`config.mk`:
```
export PLATFORM = sky130hd
export DESIGN_NAME = adc_win_top
export DESIGN_NICKNAME = d
export VERILOG_FILES = /design/src/rtl/adc_win_pkg.sv /design/src/rtl/adc_win_ctrl.sv /design/src/rtl/adc_win_dp.sv /design/src/rtl/adc_win_top.sv
export SDC_FILE = /design/constraint.sdc
export NUM_CORES = 1
export LEC_CHECK = 0
export BUFFER_PORTS_ARGS = -buffer_cell sky130_fd_sc_hd__buf_4
export CAP_MARGIN = 5
export CELL_PAD_IN_SITES_DETAIL_PLACEMENT = 0
export CELL_PAD_IN_SITES_GLOBAL_PLACEMENT = 1
export CORE_ASPECT_RATIO = 1.25
export CORE_UTILIZATION = 47
export CTS_CLUSTER_DIAMETER = 80
export DETAILED_ROUTE_END_ITERATION = 6
export PLACE_DENSITY = 0.94
export SYNTH_ARGS = -nofsm -noshare
export SYNTH_HDL_FRONTEND = slang
export SYNTH_HIERARCHICAL = 1
export SYNTH_SLANG_ARGS = --single-unit
```
`constraint.sdc`:
```
create_clock -name clk -period 7.97 [get_ports clk]
set_input_delay 1.594 -clock clk [delete_from_list [all_inputs] [get_ports clk]]
set_output_delay 1.594 -clock clk [all_outputs]
set_load 0.02 [all_outputs]
```
`src/rtl/adc_win_pkg.sv`:
```
package adc_win_pkg;

  // Decoded register access, handed from control to datapath
  typedef struct packed {
    logic       hitFlag;   // address 0
    logic       hitLimit;  // address inside a limit range
    logic       selLt;     // limit range is the below-limit
    logic [3:0] byteIdx;   // byte within the selected limit
    logic       wrEn;      // write this cycle
    logic       clrFlag;   // write of 0 to the flag bit
  } winStrobe_t;

endpackage

```
`src/rtl/adc_win_ctrl.sv`:
```
module adc_win_ctrl
  import adc_win_pkg::*;
#(
  parameter int NB     = 2,
  parameter int ADDR_W = 3
) (
  input  logic [ADDR_W-1:0] regAddr,
  input  logic              regWrEn,
  input  logic [7:0]        regWrData,
  output winStrobe_t        strobe
);

  localparam int LAST_ADDR = 2 * NB;

  logic [31:0] addrExt;
  assign addrExt = 32'(regAddr);

  always_comb begin
    strobe          = '0;
    strobe.hitFlag  = (addrExt == 32'd0);
    strobe.hitLimit = (addrExt >= 32'd1) && (addrExt <= 32'(LAST_ADDR));
    strobe.selLt    = strobe.hitLimit && (addrExt > 32'(NB));
    if (strobe.hitLimit) begin
      strobe.byteIdx = strobe.selLt ? 4'(addrExt - 32'd1 - 32'(NB))
                                    : 4'(addrExt - 32'd1);
    end
    strobe.wrEn    = regWrEn;
    strobe.clrFlag = regWrEn && strobe.hitFlag && !regWrData[0];
  end

endmodule

```
`src/rtl/adc_win_dp.sv`:
```
module adc_win_dp
  import adc_win_pkg::*;
#(
  parameter int DATA_W = 16,
  parameter int NB     = DATA_W / 8
) (
  input  logic              clk,
  input  logic              rstN,
  input  winStrobe_t        strobe,
  input  logic [7:0]        regWrData,
  input  logic              resultValid,
  input  logic [DATA_W-1:0] resultData,
  output logic [7:0]        regRdData,
  output logic              winFlag,
  output logic [DATA_W-1:0] gtLimit,
  output logic [DATA_W-1:0] ltLimit
);

  // Limit byte registers, one pair per result byte
  for (genvar b = 0; b < NB; b++) begin : g_limByte
    logic wrGt, wrLt;
    assign wrGt = strobe.wrEn && strobe.hitLimit && !strobe.selLt && (strobe.byteIdx == 4'(b));
    assign wrLt = strobe.wrEn && strobe.hitLimit &&  strobe.selLt && (strobe.byteIdx == 4'(b));

    always_ff @(posedge clk) begin
      if (!rstN) begin
        gtLimit[b*8 +: 8] <= 8'hFF;
        ltLimit[b*8 +: 8] <= 8'h00;
      end else begin
        if (wrGt) gtLimit[b*8 +: 8] <= regWrData;
        if (wrLt) ltLimit[b*8 +: 8] <= regWrData;
      end
    end
  end

  // Window shape follows the ordering of the two limits
  logic insideMode, aboveGt, belowLt, winMatch;
  assign insideMode = ltLimit > gtLimit;
  assign aboveGt    = resultData > gtLimit;
  assign belowLt    = resultData < ltLimit;
  assign winMatch   = insideMode ? (aboveGt && belowLt) : (aboveGt || belowLt);

  // Sticky flag: a hardware set outranks a software clear
  always_ff @(posedge clk) begin
    if (!rstN)                         winFlag <= 1'b0;
    else if (resultValid && winMatch)  winFlag <= 1'b1;
    else if (strobe.clrFlag)           winFlag <= 1'b0;
  end

  always_comb begin
    regRdData = '0;
    if (strobe.hitFlag) begin
      regRdData = {7'b0, winFlag};
    end else if (strobe.hitLimit) begin
      for (int b = 0; b < NB; b++) begin
        if (strobe.byteIdx == 4'(b))
          regRdData = strobe.selLt ? ltLimit[b*8 +: 8] : gtLimit[b*8 +: 8];
      end
    end
  end

endmodule

```
`src/rtl/adc_win_top.sv`:
```
module adc_win_top
  import adc_win_pkg::*;
#(
  parameter int DATA_W = 16,
  parameter int ADDR_W = 3
) (
  input  logic              clk,
  input  logic              rstN,
  input  logic              resultValid,
  input  logic [DATA_W-1:0] resultData,
  input  logic [ADDR_W-1:0] regAddr,
  input  logic              regWrEn,
  input  logic [7:0]        regWrData,
  output logic [7:0]        regRdData,
  output logic              winIrq
);

  localparam int NB = DATA_W / 8;

  winStrobe_t        strobe;
  logic [DATA_W-1:0] gtLimit;
  logic [DATA_W-1:0] ltLimit;

  adc_win_ctrl #(.NB(NB), .ADDR_W(ADDR_W)) u_ctrl (
    .regAddr   (regAddr),
    .regWrEn   (regWrEn),
    .regWrData (regWrData),
    .strobe    (strobe)
  );

  adc_win_dp #(.DATA_W(DATA_W), .NB(NB)) u_dp (
    .clk         (clk),
    .rstN        (rstN),
    .strobe      (strobe),
    .regWrData   (regWrData),
    .resultValid (resultValid),
    .resultData  (resultData),
    .regRdData   (regRdData),
    .winFlag     (winIrq),
    .gtLimit     (gtLimit),
    .ltLimit     (ltLimit)
  );

endmodule

```
# Word-level counts from Yosys, hierarchy flattened
# Cells that the tools add are included.
# totals
regBits	33
in_bits	31
elab_cells	44
# classes
n_addsub	2
order_cmp	6
n_eq_ne	1
muxes	11
reduce_logical	19
# ops
op	count
$mux 8	6
$gt 16x16->1	2
$logic_not 32->1	1
$lt 16x16->1	1
$logic_and 1x1->1	13
$mux 4	2
$eq 4x1->1 const B	1
$logic_not 4->1	1
$sub 3x1->4 const B	1
$sub 4x2->4 const B	1
$ge 3x1->1 const B	1
$gt 3x2->1 const B	1
$le 3x3->1 const B	1
$mux 1	3
$logic_not 1->1	2
$reduce_bool 2->1	1
$logic_or 1x1->1	1

# Depth between registers and ports, before layout
# logic_depth
depth_word	10
depth_mapped	14

# Modules after synthesis
# Netlist, hierarchy kept.
# by_module_without_submodules
module	n_inst	cells_per_inst	area_per_inst_um2	seq_area_each_um2
adc_win_dp	1	297	2620.0	660.6
adc_win_ctrl	1	28	214.0	0.0

# Worst setup path after synthesis
# OpenSTA, ideal clock, no wires.
# synth_timing
path_type	input port to output port
startpoint	input port regAddr[0]
endpoint	output port regRdData[6]
t_arrival_ns	3.465
slack_ns	2.911
cell_stages	11
path_cell_list	inv_2 -> ha_1 -> xnor2_1 -> ha_1 -> and3_2 -> a31oi_1 -> o21ai_1 -> nor3_1 -> nand2_1 -> o22ai_1 -> and2_1
# synth_rtl
element	line_no	rtl
start: declaration	adc_win_top.sv:11	input logic [ADDR_W-1:0] regAddr,
end: declaration	adc_win_top.sv:14	output logic [7:0] regRdData,

==> qor.yml <==
synth:
  ys_warn_count: 6
  netlist_instances: 325
  yosys_most_used_dff: "dfxtp_1"
  synth-seq-area-share_pct: 23.3
  synth_area_per_cell_um2: 8.72
  synthTopCellsByCount: "ha_1 (51), inv_1 (35), mux2i_1 (34)"
  post-synth-top-area-fraction_pct: 23.3
  synthDistinctLibCells: 42
  postSynth.asyncResetShare_pct: 0
  synth_seq_cells: 33
  synth-edff-count: 0
  yosys-top-cells-area: "dfxtp_1 (23%), ha_1 (23%), mux2i_1 (12%), inv_1 (4.6%), nor2b_1 (4.6%)"
  yosysMostFrequentCell: "ha_1"
  syn_nets: 407
  synth_top_area_cell: "dfxtp_1"
  netlist_area_um2: 2830
pwr:
  p_int_w: 0.000290
  pwr-share-comb_pct: 27.7
  power_frac_seq_pct: 41.6
  power_frac_clock_pct: 30.7
  sw_frac_of_total_pct: 30.2
  powerDensity_nw_per_um2: 128
  p_total_w: 0.000415
  leakagePower_nw: 1.52
  peakVddDrop_mv: 0.0951
  p_switching_w: 0.000125
critical_path:
  worstSetupStartpointType: "input pin"
  path_cells: "buf_4 -> inv_2 -> ha_1 -> xnor2_1 -> ha_1 -> and3_2 -> a31oi_1 -> o21ai_1 -> nor3_1 -> nand2b_1 -> o22ai_1 -> and2_1 -> buf_4"
  slowest_delay_ns: 0.34
  arrival_ns: 3.92
  end_kind: "output pin"
  worst_r2r_path_depth: 9
  critical_path_buf_inv_count: 3
  required_ns: 6.38
  path_max_fanout: 10
  cp_top_family: "simple AND/OR/NAND/NOR gates"
  cpMaxStageDelayCell: "nand2b_1"
  path_depth: 13
  crit_type: "in -> out"
routing:
  wl_mm: 6.81
  drtPass1Iterations: 4
  ant_nets: 0
  drc: 0
  wl_per_cell_um: 15.9
  drt_iter0_drc: 83
  routed_via_density: 5.73
  num_vias: 2454
clock_network:
  clkTransAtPathRegs_ns: 0.06
  clock-root-buffer: "clkbuf_8"
  clk_latency_ns: 0.28
  clock_sinks: 33
  cts_tree: "done"
  cts_setup_buffers: 0
  clk_path_buf_depth: 2
  cts.hold.buffers_added: 0
  cts_made_buffers: 5
  ctsResizeCount: 0
  h-tree-depth: 2
timing:
  maxSlewViolCount: 0
  finalSetupViolations: 0
  hold_violations: 0
  max_freq_mhz: 181
  tns_ns: 0
  worst_slew_pin_slew_ns: 0.985
  rsz0062_at_grt: "false"
  period_minus_slack_ns: 5.52
  slew-limit-headroom_pct: 34.0
  clock_skew_ns: 0.00316
  post-route-period-util_pct: 69.2
die:
  rows: 31
  dieArea_um2: 6350
  dieHeight_um: 88.8
  start_util_pct: 48.7
  ios: 40
  core_um2: 5820
  die_x_um: 71.5
place:
  port_buffers: 39
  dpl_cell_area_um2: 3160
  post-place-cells: 421
  place.gp.congestion: 0.855
  hpwl_mm: 5.39
final_layout:
  nFillCells: 549
  area_growth_pct: 14.5
  design_area_um2: 3250
  drive_gt1_share_pct: 15.5
  fin_nets: 444
  antennaDiodeCount: 0
  utilization_pct: 55.8
  stdcell_count: 428
global_routing:
  grt_pass1_wl_mm: 11.4
  use_met2_pct: 44.8
  antenna_found_initial: 0
  use_met3_pct: 3.87
  gr-total-overflow: 0
  top_usage_layer: "met2"
  grt_max_degree: 34
  grt_pass1_vias: 2469
  track_usage_pct: 23.2
  grt_use_met1_pct: 26.2
run_status:
  status: "finished clean"
flow_run:
  cap_violations: 0
worst_hold_path:
  holdPathStages: 2
  min_path_type: "reg -> reg"
-- state kept, by name, summed over array words and instances (netlist names) --
| register | cells |
|---|---|
| u_dp/ltLimit | 16 |
| u_dp/gtLimit | 16 |
| u_dp/winFlag | 1 |
-- through the flow --
stage / setup WS, ns / hold slack, ns
CTS: 2.46 / 0.557
global route: 2.32 / 0.587
detailed placement: 2.47 / 0.545
floorplan: 2.91 / 0.497
finish: 2.45 / 0.554
global placement: 2.54 / 0.543
-- logic make-up after synthesis --
family,count (synthesis),share of synthesized area [%]
AO/OA/AOI/OAI,72,17.7
XOR/XNOR,2,0.618
adder cells (fa/ha/maj),51,22.5
buffers and inverters,47,6.93
flip-flops,33,23.3
multiplexers,34,12.0
AND/OR/NAND/NOR,86,16.9
-- power groups by stage --
stage | logic, W | registers [W] | clock network [W]
floorplan | 0.0000746 | 0.000176 | 0
CTS | 0.000115 | 0.000172 | 0.000129
global route | 0.000126 | 0.000173 | 0.000139
global placement | 0.000111 | 0.000176 | 0
detailed placement | 0.000114 | 0.000176 | 0
finish | 0.000115 | 0.000172 | 0.000127
-- layer usage --
layer / wire length (um) / part of all wire [%]
met5: 0 / 0
met3: 297 / 4.4
met2: 3570 / 53
met4: 87 / 1.3
met1: 2850 / 42
-- final timing paths --
kind                           startpoint                      endpoint  slack [ns]
max reg2reg  u_dp/ltLimit[9]$_SDFFE_PN0P_     u_dp/winFlag$_SDFFE_PN0P_        5.43
min reg2reg  u_dp/gtLimit[8]$_SDFFE_PN1P_  u_dp/gtLimit[8]$_SDFFE_PN1P_        0.55
min          u_dp/gtLimit[8]$_SDFFE_PN1P_  u_dp/gtLimit[8]$_SDFFE_PN1P_        0.55
max                            regAddr[1]                  regRdData[7]        2.45
-- final cells by class --
type	instances	area, um2	share of cell area (%)
Clock buffer	7	86.3	2.66
Inverter	37	139	4.28
Multi-Input combinational cell	245	1980	60.9
Sequential cell	33	661	20.4
Tap cell	66	82.6	2.54
Timing Repair Buffer	40	300	9.25
-- layout by cell type (no fill, tap or decap), types with 2 or more instances in the layout --
master,synthesis,routed
nor2_4,2,2
nand3_1,5,5
nor2_1,6,6
nor3_2,2,2
inv_1,35,35
a21o_1,8,8
o31ai_1,2,2
xnor2_1,2,2
nand2_1,26,26
o21a_1,2,2
ha_1,51,51
o21ai_0,5,5
nand2b_1,2,2
a22o_1,2,2
o22ai_1,8,8
clkbuf_8,0,6
mux2i_1,34,34
nand4_1,7,7
nor2b_1,21,21
inv_2,2,2
a21oi_1,16,16
buf_4,2,40
nor3_1,3,3
o211ai_1,17,17
dfxtp_1,33,33
and2_1,7,7
a211oi_1,4,4
-- tightest hold or removal path: stages (launching register included) --
cell and delay (ns):
dfxtp_1 0.31, inv_1 0.09, o211ai_1 0.10
Power figures use the tool's default switching activity.
